File: config.mk
export PLATFORM = sky130hd
export DESIGN_NAME = rail_status_alert
export DESIGN_NICKNAME = d
export VERILOG_FILES = /design/src/rtl/rsa_pkg.sv /design/src/rtl/rsa_avg.sv /design/src/rtl/rsa_debounce.sv /design/src/rtl/rail_status_alert.sv
export SDC_FILE = /design/constraint.sdc
export NUM_CORES = 1
export LEC_CHECK = 0
export ABC_AREA = 1
export BUFFER_PORTS_ARGS = -buffer_cell sky130_fd_sc_hd__buf_2
export CORE_MARGIN = 1
export CORE_UTILIZATION = 62
export DETAILED_ROUTE_END_ITERATION = 8
export PLACE_DENSITY = 0.94
export SETUP_SLACK_MARGIN = 0.2
export SYNTH_ARGS = -nofsm -noshare
export SYNTH_HDL_FRONTEND = slang
export SYNTH_SLANG_ARGS = --single-unit
File: constraint.sdc
create_clock -name clk -period 4.6 [get_ports clk]
set_input_delay 0.92 -clock clk [delete_from_list [all_inputs] [get_ports clk]]
set_output_delay 0.92 -clock clk [all_outputs]
set_load 0.01 [all_outputs]
File: src/rtl/rsa_pkg.sv
// Shared constants for the rail status block: flag positions, register
// addresses and the flag vector type. Assumes four monitored conditions,
// each owning a warning bit (even) and a fault bit (odd) in that order.
package rsa_pkg;
    localparam int NCOND = 4;               // UV, OV, OC, OT
    localparam int NFLAG = 2 * NCOND;
    localparam int NCHAN = 3;               // voltage, current, temperature

    typedef logic [NFLAG-1:0] flag_vec_t;

    localparam int F_UVW = 0;
    localparam int F_UVF = 1;
    localparam int F_OVW = 2;
    localparam int F_OVF = 3;
    localparam int F_OCW = 4;
    localparam int F_OCF = 5;
    localparam int F_OTW = 6;
    localparam int F_OTF = 7;

    localparam logic [1:0] ADR_SUM  = 2'd0;
    localparam logic [1:0] ADR_VOUT = 2'd1;
    localparam logic [1:0] ADR_IOUT = 2'd2;
    localparam logic [1:0] ADR_TEMP = 2'd3;
endpackage

File: src/rtl/rsa_avg.sv
// Block averager: sums 2**LG consecutive valid samples and emits the
// floor of their mean with a one-cycle strobe on the edge after the last
// sample of the block. Assumes LG >= 1.
module rsa_avg #(
    parameter int W  = 12,
    parameter int LG = 2
) (
    input  logic         clk,
    input  logic         rst_n,
    input  logic         in_vld,
    input  logic [W-1:0] in_val,
    output logic         avg_vld,
    output logic [W-1:0] avg_val
);
    localparam int AW = W + LG;

    logic [LG-1:0] cnt;
    logic [AW-1:0] acc;
    logic [AW-1:0] sum_c;

    // Running sum including the sample presented this cycle.
    assign sum_c = acc + {{LG{1'b0}}, in_val};

    // Accumulate a block, then publish its mean and restart.
    always_ff @(posedge clk) begin
        if (!rst_n) begin
            cnt     <= '0;
            acc     <= '0;
            avg_vld <= 1'b0;
            avg_val <= '0;
        end else begin
            avg_vld <= 1'b0;
            if (in_vld) begin
                if (&cnt) begin
                    avg_val <= sum_c[AW-1:LG];
                    avg_vld <= 1'b1;
                    acc     <= '0;
                    cnt     <= '0;
                end else begin
                    acc <= sum_c;
                    cnt <= cnt + 1'b1;
                end
            end
        end
    end

    // A block needs at least two samples, so results never come back to back.
    p_avg_gap_r2: assert property (@(posedge clk) disable iff (!rst_n)
        avg_vld |=> !avg_vld);
endmodule

File: src/rtl/rsa_debounce.sv
// Warning qualifier: counts consecutive qualifying averages and reports a
// hit on the average that completes a run of dbc_len (0 treated as 1).
// BELOW selects "strictly below the limit" instead of "strictly above".
// The run counter saturates at its maximum.
module rsa_debounce #(
    parameter int W     = 12,
    parameter int CW    = 3,
    parameter bit BELOW = 1'b0
) (
    input  logic          clk,
    input  logic          rst_n,
    input  logic          avg_vld,
    input  logic [W-1:0]  avg_val,
    input  logic [W-1:0]  thr,
    input  logic [CW-1:0] dbc_len,
    output logic          hit,
    output logic          live
);
    logic [CW-1:0] cnt;
    logic [CW-1:0] cnt_inc;
    logic [CW-1:0] need;
    logic          qual;

    // Limit comparison in the configured direction.
    assign qual    = BELOW ? (avg_val < thr) : (avg_val > thr);
    // Effective run length and saturating increment.
    assign need    = (dbc_len == '0) ? {{(CW-1){1'b0}}, 1'b1} : dbc_len;
    assign cnt_inc = (&cnt) ? cnt : cnt + 1'b1;
    assign hit     = avg_vld && qual && (cnt_inc >= need);
    assign live    = (cnt >= need);

    // Extend the run on a qualifying average, restart it on any other.
    always_ff @(posedge clk) begin
        if (!rst_n) begin
            cnt <= '0;
        end else if (avg_vld) begin
            cnt <= qual ? cnt_inc : '0;
        end
    end

    p_run_hold_r3: assert property (@(posedge clk) disable iff (!rst_n)
        !avg_vld |=> $stable(cnt));
endmodule

File: src/rtl/rail_status_alert.sv
// Rail status register: raw-sample fault checks, averaged and debounced
// warning checks, sticky flags cleared by domain reads, a summary word
// and an active-low alert. Assumes all channels share one sample strobe
// and that warning limits are set inside their fault limits.
module rail_status_alert #(
    parameter int W     = 12,
    parameter int V_LG  = 2,
    parameter int I_LG  = 2,
    parameter int T_LG  = 4,
    parameter int DBC_W = 3
) (
    input  logic             clk,
    input  logic             rst_n,
    input  logic             samp_vld,
    input  logic [W-1:0]     vout_samp,
    input  logic [W-1:0]     iout_samp,
    input  logic [W-1:0]     temp_samp,
    input  logic [W-1:0]     uv_warn_thr,
    input  logic [W-1:0]     uv_fault_thr,
    input  logic [W-1:0]     ov_warn_thr,
    input  logic [W-1:0]     ov_fault_thr,
    input  logic [W-1:0]     oc_warn_thr,
    input  logic [W-1:0]     oc_fault_thr,
    input  logic [W-1:0]     ot_warn_thr,
    input  logic [W-1:0]     ot_fault_thr,
    input  logic [DBC_W-1:0] dbc_len,
    input  logic             rd_en,
    input  logic [1:0]       rd_addr,
    output logic             rd_valid,
    output logic [7:0]       rd_data,
    output logic             alert_n
);
    import rsa_pkg::*;

    logic [W-1:0] ch_samp  [NCHAN];
    logic [W-1:0] ch_avg   [NCHAN];
    logic         ch_avg_v [NCHAN];
    logic [W-1:0] warn_thr [NCOND];
    logic [W-1:0] fault_thr[NCOND];

    logic [NCOND-1:0] warn_hit, warn_live, fault_cond, fault_live;
    flag_vec_t        flags, set_v, clr_v;
    logic [7:0]       summary, rd_mux;
    logic             warn_any, fault_any;

    assign ch_samp[0] = vout_samp;
    assign ch_samp[1] = iout_samp;
    assign ch_samp[2] = temp_samp;

    assign warn_thr[0]  = uv_warn_thr;
    assign warn_thr[1]  = ov_warn_thr;
    assign warn_thr[2]  = oc_warn_thr;
    assign warn_thr[3]  = ot_warn_thr;
    assign fault_thr[0] = uv_fault_thr;
    assign fault_thr[1] = ov_fault_thr;
    assign fault_thr[2] = oc_fault_thr;
    assign fault_thr[3] = ot_fault_thr;

    // One averager per channel, depth chosen per channel.
    for (genvar c = 0; c < NCHAN; c++) begin : g_chan
        localparam int LGC = (c == 0) ? V_LG : ((c == 1) ? I_LG : T_LG);
        rsa_avg #(.W(W), .LG(LGC)) u_avg (
            .clk     (clk),
            .rst_n   (rst_n),
            .in_vld  (samp_vld),
            .in_val  (ch_samp[c]),
            .avg_vld (ch_avg_v[c]),
            .avg_val (ch_avg[c])
        );
    end

    // Per condition: debounced warning on the average, raw fault compare.
    for (genvar k = 0; k < NCOND; k++) begin : g_cond
        localparam int CH    = (k < 2) ? 0 : k - 1;
        localparam bit BELOW = (k == 0);

        rsa_debounce #(.W(W), .CW(DBC_W), .BELOW(BELOW)) u_dbc (
            .clk     (clk),
            .rst_n   (rst_n),
            .avg_vld (ch_avg_v[CH]),
            .avg_val (ch_avg[CH]),
            .thr     (warn_thr[k]),
            .dbc_len (dbc_len),
            .hit     (warn_hit[k]),
            .live    (warn_live[k])
        );

        assign fault_cond[k] = BELOW ? (ch_samp[CH] < fault_thr[k])
                                     : (ch_samp[CH] > fault_thr[k]);
        assign set_v[2*k]    = warn_hit[k];
        assign set_v[2*k+1]  = samp_vld && fault_cond[k];
    end

    // Bits cleared by the current read, by domain.
    always_comb begin
        clr_v = '0;
        if (rd_en) begin
            case (rd_addr)
                ADR_VOUT: clr_v = 8'h0F;
                ADR_IOUT: clr_v = 8'h30;
                ADR_TEMP: clr_v = 8'hC0;
                default:  clr_v = '0;
            endcase
        end
    end

    // Sticky flags: a set in the same cycle outranks a clear.
    always_ff @(posedge clk) begin
        if (!rst_n) flags <= '0;
        else        flags <= (flags & ~clr_v) | set_v;
    end

    // Remember whether the latest sample still breaks a fault limit.
    always_ff @(posedge clk) begin
        if (!rst_n)        fault_live <= '0;
        else if (samp_vld) fault_live <= fault_cond;
    end

    assign alert_n   = ~(|flags || |fault_live || |warn_live);
    assign warn_any  = flags[F_UVW] | flags[F_OVW] | flags[F_OCW] | flags[F_OTW];
    assign fault_any = flags[F_UVF] | flags[F_OVF] | flags[F_OCF] | flags[F_OTF];
    assign summary   = {~alert_n, 2'b00, warn_any, fault_any,
                        |flags[F_OTF:F_OTW], |flags[F_OCF:F_OCW], |flags[F_OVF:F_UVW]};

    // Read data selection.
    always_comb begin
        case (rd_addr)
            ADR_VOUT: rd_mux = {4'b0000, flags[F_OVF:F_UVW]};
            ADR_IOUT: rd_mux = {6'b000000, flags[F_OCF:F_OCW]};
            ADR_TEMP: rd_mux = {6'b000000, flags[F_OTF:F_OTW]};
            default:  rd_mux = summary;
        endcase
    end

    // Registered read port, one cycle of latency.
    always_ff @(posedge clk) begin
        if (!rst_n) begin
            rd_valid <= 1'b0;
            rd_data  <= '0;
        end else begin
            rd_valid <= rd_en;
            if (rd_en) rd_data <= rd_mux;
        end
    end

    p_fault_first_r1: assert property (@(posedge clk) disable iff (!rst_n)
        samp_vld && (iout_samp > oc_fault_thr) |=> flags[F_OCF]);
    p_sticky_hold_r5: assert property (@(posedge clk) disable iff (!rst_n)
        !rd_en |=> ((flags & $past(flags)) == $past(flags)));
    p_sum_noclear_r6: assert property (@(posedge clk) disable iff (!rst_n)
        rd_en && (rd_addr == ADR_SUM) |=> ((flags & $past(flags)) == $past(flags)));
    p_rd_lat_r7: assert property (@(posedge clk) disable iff (!rst_n)
        rd_en |=> rd_valid);
    p_rd_idle_r7: assert property (@(posedge clk) disable iff (!rst_n)
        !rd_en |=> !rd_valid);
    p_alert_quiet_r9: assert property (@(posedge clk) disable iff (!rst_n)
        alert_n |-> (flags == '0));
endmodule

==> results.md <==
* Site row count at 45
* Post-CTS setup buffers at 0
* RSZ-0062 raised after global routing: no
* Netlist Area Pre-Place at 9930 um^2
* Drt first pass iters at 7
* Worst EP required at 3.68 ns
* Yosys cell types at 49
* Peak supply drop at 0.277 mV
* Setup TNS at 0 ns
* Worst-path clk slew at 0.06 ns
* Slew Viols, Final at 0
* Initial core utilization at 0.644
* Initial antenna violation count at 0
* Outcome: finished, final reports clean
* Finished Cell Area at 11,400 um^2
* Fill cells at 1,222
* Die area at 16,500 um^2
* Reg2reg end: flags[6]$_SDFF_PN0_
* Leak at 0.00636 uW
* Cells after Synth at 1,473
* Root Driver: clkbuf_16
* Clk sink count at 122
* Max_slew headroom at 0.462
* Most used DFF post-synth: dfxtp_1
* PwrDens at 286 nW/um^2
* Fin crit share at 0.747
* P&R area growth vs syn at 14.4%
* Post-synth EDFFs at 0
* Largest net degree at the start of global routing at 45
* Reg area at 2440 um^2
* Post-Route WL at 23,900 um
* First-pass GRT wire length at 40,700 um
* Die outline height at 129 um
* Final #Nets at 1,917
* Vias in the first global route at 9,406
* Worst Setup End Kind: output pin
* Placed insts at 1,804
* HPWL Detailed at 18,100 um
* ANT nets after route at 0
* Area leader, netlist: dfxtp_1
* Worst-path fanout max at 8
* Top cell type's share of synthesized area at 0.246
* Gp weighted congestion at 0.892
* Flops & latches, synth at 122
* Area of the multi-input gates at 6380 um^2
* Detailed Route Iter0 Violations at 745
* # H-tree levels at 4
* Max Fclk at 0.291 GHz
* Synth async-reset ratio at 0
* All-Layer GR Usage at 0.303
* Total number of vias at 9,891
* Clk buf depth at 2
* Grt total ovfl at 0
* Count leader, synth: nand2_1
* Worst reg-to-reg path cell count at 8
* Worst hold slack at 0.465 ns
* Ports at 151
* Seq/Total Area, Yosys at 0.246
* DP Area at 10,800 um^2
* Post-CTS sizing at 0
* Fin crit period at 3.44 ns
* Cell Count, Final, Fillers Out at 1,836
* Setup crit start kind: input port
* Remaining DRCs at 0
* Mapped Avg Cell Area at 6.74 um^2
* CORE AREA at 15,400 um^2
* Avg WL per Cell at 13.0 um
* Layout cells sized above 1 at 0.134
* Min-Delay Path Class: flop to flop
* Final Skew at 0.00851 ns
* Fin. Hold Viols at 0
* TritonCTS Buffers at 17
* Synth top cells by count: 389 x nand2_1, 246 x inv_1, 161 x ha_1, 150 x a21oi_1, 122 x dfxtp_1
* Worst-Skew Late Latency at 0.43 ns
* Endpoints failing setup at 0
* Hold Crit Depth at 2
* Vias/cell at 5.39
* Crit Path Category: input port to output pin
* Crit path DAT at 2.52 ns
* R2r setup slk at 2.66 ns
* Area contributors post-synth: dfxtp_1 25%, ha_1 20%, nand2_1 15%
* Die width at 129 um
* Setup crit end: alert_n
* CTS tree: built
* RR Startpoint: g_cond[3].u_dbc.cnt[1]$_SDFFE_PN0P_
* Setup crit start: dbc_len[2]
* Yosys warning total at 0
* Input/output buffers at 148
* # hold bufs at CTS at 0
* Diode count at 0
* Max-Cap Viols at 0
* Measured slew at the worst slew-check pin at 0.805 ns
## registers in the layout, indices dropped and copies added, names as in the netlist
name and cells:
g_chan.u_avg.acc 44, g_chan.u_avg.avg_val 36, g_cond.u_dbc.cnt 12, flags 8
g_chan.u_avg.cnt 8, rd_data 6, fault_live 4, g_chan.u_avg.avg_vld 3
rd_valid 1
## logic make-up (layout without fill, tap and decap cells)
group           after synthesis  in the layout  synth area share
buf+inv                     284            435             0.112
compound gates              260            260             0.146
other cells                   1              2          0.000378
mux                           4              4           0.00454
flops                       122            122             0.246
xor+xnor                     20             20            0.0176
fa+ha+maj                   164            164             0.209
simple gates                618            618             0.265
## how the worst min path moves through the flow
stage                                            start                                      end  slack (ns)
2_1_floorplan  g_chan[1].u_avg.avg_val[0]$_SDFFE_PN0P_  g_chan[1].u_avg.avg_val[0]$_SDFFE_PN0P_        0.43
3_3_place_gp   g_chan[1].u_avg.avg_val[0]$_SDFFE_PN0P_  g_chan[1].u_avg.avg_val[0]$_SDFFE_PN0P_        0.45
3_5_place_dp                fault_live[1]$_SDFFE_PN0P_               fault_live[1]$_SDFFE_PN0P_        0.46
4_1_cts                     fault_live[1]$_SDFFE_PN0P_               fault_live[1]$_SDFFE_PN0P_        0.46
5_1_grt                     fault_live[1]$_SDFFE_PN0P_               fault_live[1]$_SDFFE_PN0P_        0.49
6_report                    fault_live[1]$_SDFFE_PN0P_               fault_live[1]$_SDFFE_PN0P_        0.46
## power breakdown
| group | leakage [uW] | total [uW] | switching (uW) | internal [uW] |
|---|---|---|---|---|
| Clock | 0.000276 | 1290 | 516 | 773 |
| Combinational | 0.00509 | 801 | 496 | 305 |
| Sequential | 0.000994 | 1160 | 41.6 | 1120 |
| Total | 0.00636 | 3250 | 1050 | 2200 |
## per-stage QoR
stage          total power [uW]  setup WS (ns)  utilization
6_report                   3250           1.16        0.736
2_1_floorplan              1740           1.63            -
3_3_place_gp               1930           1.19        0.699
3_5_place_dp               1960           1.18        0.699
4_1_cts                    3250           1.18        0.736
5_1_grt                    3430           1.06        0.736
## layer usage
layer | global-route usage | wire [um]
met2 | 0.551 | 11800
met3 | 0.0486 | 1210
met1 | 0.358 | 10400
met5 | 0 | 0
met4 | 0.106 | 518
## cell usage in the layout, fill, tap and decap left out, types with 7 or more instances in the layout
cell type / synthesis / routed
clkbuf_16: 0 / 17
o21ai_0: 56 / 56
inv_1: 246 / 246
nor3_1: 8 / 8
xor2_1: 20 / 20
o21a_1: 7 / 7
o21bai_1: 19 / 19
nand3_1: 82 / 82
nand3_2: 7 / 7
o211ai_1: 9 / 9
nand2_1: 389 / 389
nand4_1: 16 / 16
dfxtp_1: 122 / 122
a21oi_1: 150 / 150
buf_2: 9 / 148
ha_1: 161 / 161
nor2_1: 82 / 82
## worst max-delay path: stages
cell and delay (ns):
buf_2 0.11, o21bai_1 0.57, ha_1 0.36, nand3_1 0.08
o211ai_1 0.09, nor2_1 0.09, nand3_1 0.11, inv_1 0.06
buf_2 0.12
## area by class of cell
cell class	count	area share
clock buffer	19	0.0399
clock inverter	13	0.0106
inverter	253	0.0836
multi-input combinational	1068	0.561
sequential	122	0.215
tap	211	0.0232
timing repair buffer	150	0.0665
Note: power is estimated with default switching activity, not from simulation.
